==> config.mk <==
export PLATFORM = sky130hd
export DESIGN_NAME = rdseg_read_responder
export DESIGN_NICKNAME = d
export VERILOG_FILES = /design/src/rtl/rdseg_pkg.sv /design/src/rtl/rdseg_mtu_decode.sv /design/src/rtl/rdseg_segmenter.sv /design/src/rtl/rdseg_tracker.sv /design/src/rtl/rdseg_read_responder.sv
export SDC_FILE = /design/constraint.sdc
export NUM_CORES = 1
export LEC_CHECK = 0
export ABC_AREA = 0
export BUFFER_PORTS_ARGS = -buffer_cell sky130_fd_sc_hd__buf_2
export CAP_MARGIN = 5
export CORE_ASPECT_RATIO = 1.2
export CORE_UTILIZATION = 40
export CTS_BUF_LIST = sky130_fd_sc_hd__clkbuf_4 sky130_fd_sc_hd__clkbuf_8 sky130_fd_sc_hd__clkbuf_16
export CTS_CLUSTER_SIZE = 10
export DETAILED_ROUTE_END_ITERATION = 10
export GPL_ROUTABILITY_DRIVEN = 0
export PLACE_DENSITY = 0.69
export SYNTH_ARGS = -nofsm -noshare
export SYNTH_HDL_FRONTEND = slang
export SYNTH_SLANG_ARGS = --single-unit
==> constraint.sdc <==
create_clock -name clk -period 10.3 [get_ports clk]
set_input_delay 2.06 -clock clk [delete_from_list [all_inputs] [get_ports clk]]
set_output_delay 2.06 -clock clk [all_outputs]
set_load 0.01 [all_outputs]
==> src/rtl/rdseg_pkg.sv <==
package rdseg_pkg;
   typedef enum logic [1:0] {
      OP_FIRST  = 2'd0,
      OP_MIDDLE = 2'd1,
      OP_LAST   = 2'd2,
      OP_ONLY   = 2'd3
   } seg_op_e;
endpackage

==> src/rtl/rdseg_mtu_decode.sv <==
module rdseg_mtu_decode #(
   parameter int MIN_LOG2 = 8,
   parameter int STEPS    = 5,
   parameter int SEL_W    = 3,
   parameter int SH_W     = 4
) (
   input  logic [SEL_W-1:0] sel,
   output logic [SH_W-1:0]  shift
);
   localparam int MAX_LOG2 = MIN_LOG2 + STEPS - 1;

   generate
      if (STEPS < 1 || MAX_LOG2 >= (1 << SH_W)) begin : g_bad
         $error("rdseg_mtu_decode: MTU range does not fit shift width");
      end
      if (STEPS == 1) begin : g_fixed
         assign shift = SH_W'(MIN_LOG2);
      end else begin : g_sel
         always_comb begin
            if (32'(sel) >= STEPS) shift = SH_W'(MAX_LOG2);
            else                   shift = SH_W'(MIN_LOG2) + SH_W'(sel);
         end
      end
   endgenerate
endmodule

==> src/rtl/rdseg_segmenter.sv <==
module rdseg_segmenter
   import rdseg_pkg::*;
#(
   parameter int ADDR_W = 48,
   parameter int LEN_W  = 32,
   parameter int PSN_W  = 24,
   parameter int SH_W   = 4,
   parameter int PLEN_W = 13
) (
   input  logic              clk,
   input  logic              rst_n,
   input  logic [SH_W-1:0]   shift_in,
   input  logic              req_valid,
   output logic              req_ready,
   input  logic [ADDR_W-1:0] req_addr,
   input  logic [LEN_W-1:0]  req_len,
   input  logic [PSN_W-1:0]  req_psn,
   output logic              desc_valid,
   output logic [1:0]        desc_op,
   output logic [ADDR_W-1:0] desc_addr,
   output logic [PLEN_W-1:0] desc_len,
   output logic [PSN_W-1:0]  desc_psn
);
   logic              busy_q, first_q;
   logic [LEN_W-1:0]  rem_q;
   logic [ADDR_W-1:0] addr_q;
   logic [PSN_W-1:0]  psn_q;
   logic [SH_W-1:0]   sh_q;
   logic [LEN_W-1:0]  mtu_w, take;
   logic              fits, accept;
   seg_op_e           op;

   assign mtu_w  = LEN_W'(1) << sh_q;
   assign fits   = (rem_q <= mtu_w);
   assign take   = fits ? rem_q : mtu_w;
   assign accept = req_valid && !busy_q;

   always_comb begin
      case ({first_q, fits})
         2'b11:   op = OP_ONLY;
         2'b10:   op = OP_FIRST;
         2'b01:   op = OP_LAST;
         default: op = OP_MIDDLE;
      endcase
   end

   always_ff @(posedge clk) begin
      if (!rst_n) begin
         busy_q  <= 1'b0;
         first_q <= 1'b0;
         rem_q   <= '0;
         addr_q  <= '0;
         psn_q   <= '0;
         sh_q    <= '0;
      end else if (accept) begin
         busy_q  <= 1'b1;
         first_q <= 1'b1;
         rem_q   <= req_len;
         addr_q  <= req_addr;
         psn_q   <= req_psn;
         sh_q    <= shift_in;
      end else if (busy_q) begin
         rem_q   <= rem_q - take;
         addr_q  <= addr_q + ADDR_W'(take);
         psn_q   <= psn_q + 1'b1;
         first_q <= 1'b0;
         if (fits) busy_q <= 1'b0;
      end
   end

   assign req_ready  = !busy_q;
   assign desc_valid = busy_q;
   assign desc_op    = op;
   assign desc_addr  = addr_q;
   assign desc_len   = PLEN_W'(take);
   assign desc_psn   = psn_q;

   p_psn_step_r5: assert property (@(posedge clk) disable iff (!rst_n)
      desc_valid && !fits |=> desc_valid && desc_psn == $past(desc_psn) + 1'b1);
   p_addr_step_r6: assert property (@(posedge clk) disable iff (!rst_n)
      desc_valid && !fits |=> desc_addr == $past(desc_addr) + ADDR_W'($past(desc_len)));
   p_open_op_r3: assert property (@(posedge clk) disable iff (!rst_n)
      $rose(desc_valid) |-> (desc_op == OP_FIRST || desc_op == OP_ONLY));
   p_mid_follow_r3: assert property (@(posedge clk) disable iff (!rst_n)
      desc_valid && (desc_op == OP_FIRST || desc_op == OP_MIDDLE)
      |=> desc_valid && (desc_op == OP_MIDDLE || desc_op == OP_LAST));
   p_hold_off_r7: assert property (@(posedge clk) disable iff (!rst_n)
      desc_valid && !fits |=> !req_ready);
endmodule

==> src/rtl/rdseg_tracker.sv <==
module rdseg_tracker #(
   parameter int LEN_W = 32,
   parameter int PSN_W = 24,
   parameter int SH_W  = 4
) (
   input  logic             clk,
   input  logic             rst_n,
   input  logic [SH_W-1:0]  shift_in,
   input  logic             arm,
   input  logic [PSN_W-1:0] arm_psn,
   input  logic [LEN_W-1:0] arm_len,
   input  logic             rsp_valid,
   input  logic [PSN_W-1:0] rsp_psn,
   output logic             busy,
   output logic             done,
   output logic             err
);
   localparam int CNT_W = LEN_W + 1;

   logic             busy_q, done_q, err_q;
   logic [PSN_W-1:0] exp_q;
   logic [CNT_W-1:0] left_q, mtu_w, cnt_raw, cnt;

   assign mtu_w   = CNT_W'(1) << shift_in;
   assign cnt_raw = ({1'b0, arm_len} + (mtu_w - 1'b1)) >> shift_in;
   assign cnt     = (cnt_raw == '0) ? CNT_W'(1) : cnt_raw;

   always_ff @(posedge clk) begin
      if (!rst_n) begin
         busy_q <= 1'b0;
         done_q <= 1'b0;
         err_q  <= 1'b0;
         exp_q  <= '0;
         left_q <= '0;
      end else begin
         done_q <= 1'b0;
         if (arm) begin
            busy_q <= 1'b1;
            err_q  <= 1'b0;
            exp_q  <= arm_psn;
            left_q <= cnt;
         end else if (busy_q && rsp_valid) begin
            if (rsp_psn == exp_q) begin
               exp_q  <= exp_q + 1'b1;
               left_q <= left_q - 1'b1;
               if (left_q == CNT_W'(1)) begin
                  busy_q <= 1'b0;
                  done_q <= 1'b1;
               end
            end else begin
               err_q  <= 1'b1;
               busy_q <= 1'b0;
            end
         end
      end
   end

   assign busy = busy_q;
   assign done = done_q;
   assign err  = err_q;

   p_done_clean_r9: assert property (@(posedge clk) disable iff (!rst_n)
      done |-> !err);
   p_done_pulse_r8: assert property (@(posedge clk) disable iff (!rst_n)
      done |=> !done);
   p_idle_ignore_r11: assert property (@(posedge clk) disable iff (!rst_n)
      !busy && !arm |=> !done && $stable(err));
endmodule

==> src/rtl/rdseg_read_responder.sv <==
module rdseg_read_responder #(
   parameter int ADDR_W   = 48,
   parameter int LEN_W    = 32,
   parameter int PSN_W    = 24,
   parameter int MIN_LOG2 = 8,
   parameter int STEPS    = 5,
   parameter int SEL_W    = 3,
   localparam int MAX_LOG2 = MIN_LOG2 + STEPS - 1,
   localparam int SH_W     = $clog2(MAX_LOG2 + 1),
   localparam int PLEN_W   = MAX_LOG2 + 1
) (
   input  logic              clk,
   input  logic              rst_n,
   input  logic [SEL_W-1:0]  mtu_sel,
   input  logic              req_valid,
   output logic              req_ready,
   input  logic [ADDR_W-1:0] req_addr,
   input  logic [LEN_W-1:0]  req_len,
   input  logic [PSN_W-1:0]  req_psn,
   output logic              desc_valid,
   output logic [1:0]        desc_op,
   output logic [ADDR_W-1:0] desc_addr,
   output logic [PLEN_W-1:0] desc_len,
   output logic [PSN_W-1:0]  desc_psn,
   input  logic              trk_arm,
   input  logic [PSN_W-1:0]  trk_psn,
   input  logic [LEN_W-1:0]  trk_len,
   input  logic              rsp_valid,
   input  logic [PSN_W-1:0]  rsp_psn,
   output logic              rd_busy,
   output logic              rd_done,
   output logic              rd_err
);
   generate
      if (LEN_W <= MAX_LOG2) begin : g_len_chk
         $error("rdseg_read_responder: LEN_W must exceed largest MTU exponent");
      end
      if (PSN_W < 2 || ADDR_W < PLEN_W) begin : g_w_chk
         $error("rdseg_read_responder: PSN_W or ADDR_W too small");
      end
   endgenerate

   logic [SH_W-1:0] shift;

   rdseg_mtu_decode #(
      .MIN_LOG2(MIN_LOG2), .STEPS(STEPS), .SEL_W(SEL_W), .SH_W(SH_W)
   ) u_mtu (
      .sel(mtu_sel), .shift(shift)
   );

   rdseg_segmenter #(
      .ADDR_W(ADDR_W), .LEN_W(LEN_W), .PSN_W(PSN_W), .SH_W(SH_W), .PLEN_W(PLEN_W)
   ) u_seg (
      .clk(clk), .rst_n(rst_n), .shift_in(shift),
      .req_valid(req_valid), .req_ready(req_ready),
      .req_addr(req_addr), .req_len(req_len), .req_psn(req_psn),
      .desc_valid(desc_valid), .desc_op(desc_op), .desc_addr(desc_addr),
      .desc_len(desc_len), .desc_psn(desc_psn)
   );

   rdseg_tracker #(
      .LEN_W(LEN_W), .PSN_W(PSN_W), .SH_W(SH_W)
   ) u_trk (
      .clk(clk), .rst_n(rst_n), .shift_in(shift),
      .arm(trk_arm), .arm_psn(trk_psn), .arm_len(trk_len),
      .rsp_valid(rsp_valid), .rsp_psn(rsp_psn),
      .busy(rd_busy), .done(rd_done), .err(rd_err)
   );
endmodule

==> results of run 1 <==
final timing paths:
kind	endpoint	slack (ns)	cells after the start
setup / recovery	u_trk.left_q[0]$_SDFFE_PN0P_	1.54	20
hold / removal	u_trk.err$_SDFFE_PP0P_	0.46	2
setup reg to reg	u_seg.rem_q[27]$_SDFFE_PN0P_	3.01	27
hold reg to reg	u_trk.err$_SDFFE_PP0P_	0.46	2
registers in the layout, summed over array words and instances (netlist names):
register          count
u_seg.sh_q            4
u_seg.desc_addr      48
u_trk.left_q         33
u_trk.exp_q          24
u_seg.desc_valid      1
u_trk.done            1
u_trk.err             1
u_trk.busy            1
u_seg.desc_psn       24
u_seg.first_q         1
u_seg.rem_q          32
final cells by class:
| type | count | share of cell area |
|---|---|---|
| diodes | 12 | 0.00174 |
| clock buffers | 18 | 0.0251 |
| clock inverters | 14 | 0.00792 |
| inverters | 100 | 0.0219 |
| multi-input cells | 1626 | 0.624 |
| flip-flops and latches | 170 | 0.198 |
| well taps | 474 | 0.0344 |
| repair buffers | 293 | 0.0866 |
synthesized netlist by cell type, types with 6 or more instances:
| cell | count |
|---|---|
| nor4_1 | 22 |
| o21bai_1 | 12 |
| a311oi_1 | 12 |
| ha_1 | 106 |
| buf_1 | 13 |
| nand2_1 | 158 |
| or2_2 | 8 |
| and3_1 | 31 |
| and4_1 | 9 |
| xor2_1 | 42 |
| a221oi_1 | 19 |
| a21o_1 | 34 |
| or3_1 | 18 |
| dfxtp_1 | 170 |
| a22oi_1 | 12 |
| nor2_1 | 223 |
| nand2b_1 | 26 |
| mux2i_1 | 64 |
| o21a_1 | 20 |
| buf_2 | 6 |
| a21oi_1 | 147 |
| a22o_1 | 7 |
| inv_1 | 98 |
| xnor2_1 | 77 |
| nor3_1 | 46 |
| mux2_2 | 25 |
| nor2b_1 | 30 |
| o22ai_1 | 15 |
| or4_1 | 8 |
| a211o_1 | 7 |
| and2_1 | 13 |
| nor3b_1 | 9 |
| o21ai_0 | 112 |
| a41oi_1 | 6 |
| a211oi_1 | 86 |
| clkbuf_1 | 81 |
| o31ai_1 | 7 |
| o211ai_1 | 10 |
| a31oi_1 | 23 |
| nand3_1 | 43 |
| nand4_1 | 36 |
per-layer routing:
| layer | global-route usage | vias up | wire [um] |
|---|---|---|---|
| li1 | - | 7750 | - |
| met1 | 0.279 | 7401 | 19600 |
| met2 | 0.410 | 595 | 22400 |
| met3 | 0.0339 | 144 | 2340 |
| met4 | 0.139 | 0 | 2220 |
| met5 | 0 | - | 0 |
per-stage QoR:
stage	hold WS (ns)	area (um^2)
detailed placement	0.446	16600
CTS	0.457	17200
global placement	0.445	16600
global route	0.490	17200
finish	0.456	17200
floorplan	0.441	14900
critical path, delay by kind of cell:
family	cells	cell delay [ns]
AND/OR/NAND/NOR	9	3.73
adder cells (fa/ha/maj)	2	0.98
buffers and inverters	4	1.07
AO/OA/AOI/OAI	5	1.29
logic make-up (layout without fill, tap and decap cells):
| group | Yosys count | after routing | share of synthesized area |
|---|---|---|---|
| buffers and inverters | 204 | 425 | 0.0537 |
| multiplexers | 89 | 89 | 0.0619 |
| flip-flops | 170 | 170 | 0.229 |
| AO/OA/AOI/OAI | 598 | 598 | 0.266 |
| adder cells (fa/ha/maj) | 108 | 108 | 0.0918 |
| other | 2 | 29 | 0.000504 |
| XOR/XNOR | 120 | 120 | 0.0711 |
| AND/OR/NAND/NOR | 694 | 694 | 0.226 |
cells in the final DEF, fill, tap and decap left out, types with 13 or more instances in the layout:
master	count
inv_1	97
a21o_1	34
dfxtp_1	169
a21oi_1	147
o22ai_1	15
and3_1	31
clkbuf_16	17
or3_1	18
nand2b_1	26
conb_1	17
nand2_1	158
buf_2	283
mux2_2	25
nor2b_1	29
mux2i_1	64
ha_1	106
a221oi_1	19
and2_1	13
nand4_1	36
nor4_1	22
a31oi_1	23
xnor2_1	77
nor2_1	222
a211oi_1	86
xor2_1	42
o21a_1	20
o21ai_0	112
nor3_1	46
nand3_1	43
where the power goes:
part	switching [mW]	leakage, nW	internal [mW]	total, mW
logic	0.471	5.79	0.332	0.803
registers	0.0660	1.40	0.713	0.779
clock network	0.307	0.277	0.341	0.648
==> impl_metrics.py, run 1 <==
metrics = {
    "clocking": {
        "clockBufferDepth": 2,
        "cts_tree": "done",
        "cts_made_buffers": 17,
        "cts_resized": 0,
        "post-cts-setup-buffers": 0,
        "holdBufCountCts": 0,
        "path_clk_slew_ns": 0.07,
        "root_buffer": "clkbuf_16",
        "clk_latency_ns": 0.46,
        "htree_num_levels": 4,
        "clock-sinks": 170,
    },
    "worst_setup_path": {
        "required_ns": 10.68,
        "crit_type": "in2reg",
        "cpMostUsedCell": "or4_1",
        "cp-end-kind": "flip-flop",
        "path_max_fanout": 30,
        "startpoint_type": "primary input",
        "cpPeakStageDelay_ns": 0.70,
        "cp_data_arrival_time_ns": 9.15,
        "worstSetupStartpoint": "mtu_sel[2]",
        "cp_slowest_cell": "nor2_1",
        "r2r_start": "u_seg.sh_q[1]$_SDFFE_PN0P_",
        "crit_chain": "buf_2 > inv_1 > nand2_1 > nor2_1 > inv_1 > ha_1 > inv_1 > ha_1 > nand2_1 > a211o_1 > a21o_1 > a211oi_1 > nor4b_1 > a22o_1 > or4_1 > or4_1 > or4_1 > or4_1 > or4_1 > a31oi_1",
    },
    "power_and_ir_drop": {
        "p_leak_nw": 7.48,
        "p_per_area_nw_per_um2": 129,
        "peakVddDrop_v": 0.000109,
        "finalPower_mw": 2.23,
    },
    "floorplanning": {
        "core_area_um2": 36800,
        "fp-row-count": 77,
        "die_width_um": 178,
        "ioPinCount": 284,
        "die_h_um": 213,
        "dieArea_um2": 38000,
        "initial_core_util": 0.405,
    },
    "synth": {
        "synth_edf_count": 0,
        "synthArstFlopShare": 0,
        "synth.avg_cell_area_um2": 7.50,
        "yosysSeqAreaShare": 0.229,
        "yosysWarnings": 0,
        "synth_top_flop_cell": "dfxtp_1",
        "synthCells": 1985,
        "synth_top_cell_by_area": "dfxtp_1",
        "netlist.area_leader.share": 0.229,
        "ys_ff_latch": 170,
        "synth.distinct_cells": 81,
        "syn_area_um2": 14900,
        "synth_area_leaders": "dfxtp_1, ha_1, nor2_1",
    },
    "global_route": {
        "overflow": 0,
        "grt_pass1_wl_um": 73100,
        "grt_usage": 0.238,
        "antenna_found_initial": 11,
        "grt_pass1_vias": 15100,
        "grt_start_max_net_pins": 81,
    },
    "sta": {
        "fmax_ghz": 0.114,
        "worst_pin_slew_ns": 1.25,
        "slew_viol_final": 0,
        "fin_crit_ns": 8.76,
        "hold_violations": 0,
        "slew_headroom": 0.166,
        "setup_tns_ns": 0,
        "min_period_over_period": 0.851,
        "rsz0062_at_grt": "false",
        "worst_slack_ns": 1.54,
        "setup_viol": 0,
        "fin_worst_skew_ns": 0.0110,
    },
    "drt": {
        "drc_errors": 0,
        "drt_pass1_iterations": 6,
        "via_per_inst": 5.87,
        "num_vias": 15900,
        "routed_wl_um": 46600,
        "ant_nets": 0,
        "wl_per_cell_um": 17.2,
        "drtIter0Drc": 1199,
    },
    "cells_and_area": {
        "layout.area.seq_um2": 3410,
        "area_growth_pct": 15.7,
        "nets": 2508,
        "final_core_util": 0.468,
        "multiInputGateArea_um2": 10800,
        "drive_gt1_frac": 0.170,
        "final.fill_count": 3694,
        "final_cells": 2707,
    },
    "place": {
        "place_ws_ns": 1.35,
        "place_inst": 2663,
        "dp_hpwl_um": 34700,
        "port_buffers": 283,
    },
    "run_status": {
        "status": "completed",
    },
    "worst_hold_path": {
        "hold_path_class": "reg2reg",
        "hold_start": "u_trk.err$_SDFFE_PP0P_",
    },
    "job": {
        "drv_cap": 0,
    },
}
Note: power is estimated with default switching activity, not from simulation.
==> run 2, diff against run 1 <==
--- a/config.mk
+++ b/config.mk
@@ -14,7 +14,7 @@
 export CTS_CLUSTER_SIZE = 10
 export DETAILED_ROUTE_END_ITERATION = 10
 export GPL_ROUTABILITY_DRIVEN = 0
-export PLACE_DENSITY = 0.69
+export REMOVE_ABC_BUFFERS = 1
 export SYNTH_ARGS = -nofsm -noshare
 export SYNTH_HDL_FRONTEND = slang
 export SYNTH_SLANG_ARGS = --single-unit
==> impl_metrics.py, run 2 (synthesis gave the netlist of run 1 again) <==
metrics = {
    "floorplanning": {
        "initial_core_util": 0.405,
        "fp-row-count": 77,
        "die_h_um": 213,
        "die_width_um": 178,
        "core_area_um2": 36800,
        "dieArea_um2": 38000,
        "ioPinCount": 284,
    },
    "worst_setup_path": {
        "required_ns": 10.67,
        "cp_num_buf_inv": 4,
        "cp_slowest_cell": "nor2_1",
        "r2r-end": "u_seg.desc_addr[30]$_SDFFE_PN0P_",
        "cpMostUsedCell": "or4_1",
        "cpPeakStageDelay_ns": 0.67,
        "r2r_start": "u_seg.sh_q[1]$_SDFFE_PN0P_",
        "r2r_cells": 30,
        "cp_data_arrival_time_ns": 9.00,
        "path_max_fanout": 30,
        "cp-end-kind": "flip-flop",
        "crit_chain": "buf_2 > inv_1 > nand2_1 > nor2_1 > inv_1 > ha_1 > inv_1 > ha_1 > nand2_1 > a211o_1 > a21o_1 > a211oi_1 > nor4b_1 > a22o_1 > or4_1 > or4_1 > or4_1 > or4_1 > or4_1 > a31oi_1",
        "crit_type": "in2reg",
        "startpoint_type": "primary input",
        "critPathTopFamily": "simple AND/OR/NAND/NOR gates",
        "reg2reg_slack_ns": 2.86,
    },
    "drt": {
        "routed_wl_um": 46400,
        "top_layer": "met4",
        "drt_pass1_iterations": 6,
        "wl_per_cell_um": 17.2,
        "ant_nets": 0,
        "wl_met2_um": 22400,
        "drtIter0Drc": 1172,
        "wl_met3_um": 1870,
        "num_vias": 15600,
        "drc_errors": 0,
        "via_per_inst": 5.77,
        "wirelength_met1_um": 20400,
    },
    "power_and_ir_drop": {
        "p_leak_nw": 7.50,
        "p_per_area_nw_per_um2": 129,
        "peakVddDrop_v": 0.000115,
    },
    "sta": {
        "worst_pin_slew_ns": 1.22,
        "setup_viol": 0,
        "hold_violations": 0,
        "rsz0062_at_grt": "false",
        "min_period_over_period": 0.837,
        "fmax_ghz": 0.116,
        "fin_crit_ns": 8.62,
        "slew_viol_final": 0,
        "setup_tns_ns": 0,
        "fin_worst_skew_ns": 0.0103,
        "worst_slack_ns": 1.68,
        "slew_headroom": 0.182,
    },
    "global_route": {
        "grt_start_max_net_pins": 76,
        "antenna_found_initial": 5,
        "grt_pass1_vias": 14400,
        "grt_usage": 0.238,
        "overflow": 0,
        "grt_pass1_wl_um": 73000,
    },
    "job": {
        "drv_cap": 0,
    },
    "cells_and_area": {
        "drive_gt1_frac": 0.171,
        "largest_reg_flops": 48,
        "final_common_cell": "buf_2",
        "layout_common_cells": "buf_2, nor2_1, dfxtp_1, nand2_1, a21oi_1",
        "nets": 2511,
        "area_growth_pct": 15.9,
    },
    "clocking": {
        "post-cts-setup-buffers": 0,
        "htree_num_levels": 4,
        "path_clk_slew_ns": 0.07,
        "cts_tree": "done",
        "holdBufCountCts": 0,
        "clk_latency_ns": 0.45,
        "root_buffer": "clkbuf_16",
        "clockBufferDepth": 2,
        "cts_made_buffers": 17,
        "clock-sinks": 170,
        "cts_resized": 0,
    },
    "place": {
        "dp_hpwl_um": 34800,
        "place_ws_ns": 1.39,
        "port_buffers": 283,
    },
    "worst_hold_path": {
        "hold_end": "u_trk.err$_SDFFE_PP0P_",
        "hold_start": "u_trk.err$_SDFFE_PP0P_",
        "worstHoldPathCells": 2,
        "hold_path_class": "reg2reg",
    },
    "run_status": {
        "status": "completed",
    },
}
[run 2: per-layer routing]
metal  track usage  vias up
met1         0.303     7227
met3        0.0264      118
met5             0        -
met2         0.401      505
met4         0.114        0
li1              -     7745
[run 2: how the worst max path moves through the flow]
stage / to / start / depth (start not counted)
6_report: u_trk.left_q[0]$_SDFFE_PN0P_ / mtu_sel[2] / 20
2_1_floorplan: u_trk.left_q[0]$_SDFFE_PN0P_ / mtu_sel[2] / 19
3_5_place_dp: u_trk.left_q[0]$_SDFFE_PN0P_ / mtu_sel[2] / 20
4_1_cts: u_trk.left_q[0]$_SDFFE_PN0P_ / mtu_sel[2] / 20
3_3_place_gp: u_trk.left_q[0]$_SDFFE_PN0P_ / mtu_sel[2] / 20
5_1_grt: u_trk.left_q[0]$_SDFFE_PN0P_ / mtu_sel[2] / 20
[run 2: worst reg2reg max path, delay by kind of cell (launching register included)]
kind,cells,cell delay [ns]
AO/OA/AOI/OAI,16,3.59
AND/OR/NAND/NOR,8,1.35
adder cells (fa/ha/maj),3,0.95
buffers and inverters,2,0.51
flip-flops,1,0.48
multiplexers,1,0.46
[run 2: per-stage QoR]
stage | std cells | total power [mW] | utilization | hold WS, ns | cell area [um^2]
floorplan | 1896 | 1.34 | - | 0.440 | 14500
global placement | 2666 | 1.57 | 0.452 | 0.457 | 16600
detailed placement | 2666 | 1.59 | 0.452 | 0.456 | 16600
CTS | 2697 | 2.24 | 0.468 | 0.466 | 17200
global route | 2702 | 2.37 | 0.469 | 0.483 | 17200
finish | 2703 | 2.23 | 0.469 | 0.463 | 17200
[run 2: layout make-up]
type | instances | area, um^2
Multi-Input combinational cell | 1626 | 10800
Tap cell | 474 | 593
Clock buffer | 22 | 494
Inverter | 100 | 378
Sequential cell | 170 | 3410
Clock inverter | 9 | 90.1
Fill cell | 3808 | 19600
Antenna cell | 6 | 15.0
Timing Repair Buffer | 296 | 1520
[run 2: where the power goes]
part / internal [mW] / switching (mW) / leakage, nW
sequential: 0.713 / 0.0652 / 1.40
combinational: 0.332 / 0.474 / 5.81
clock: 0.364 / 0.283 / 0.284
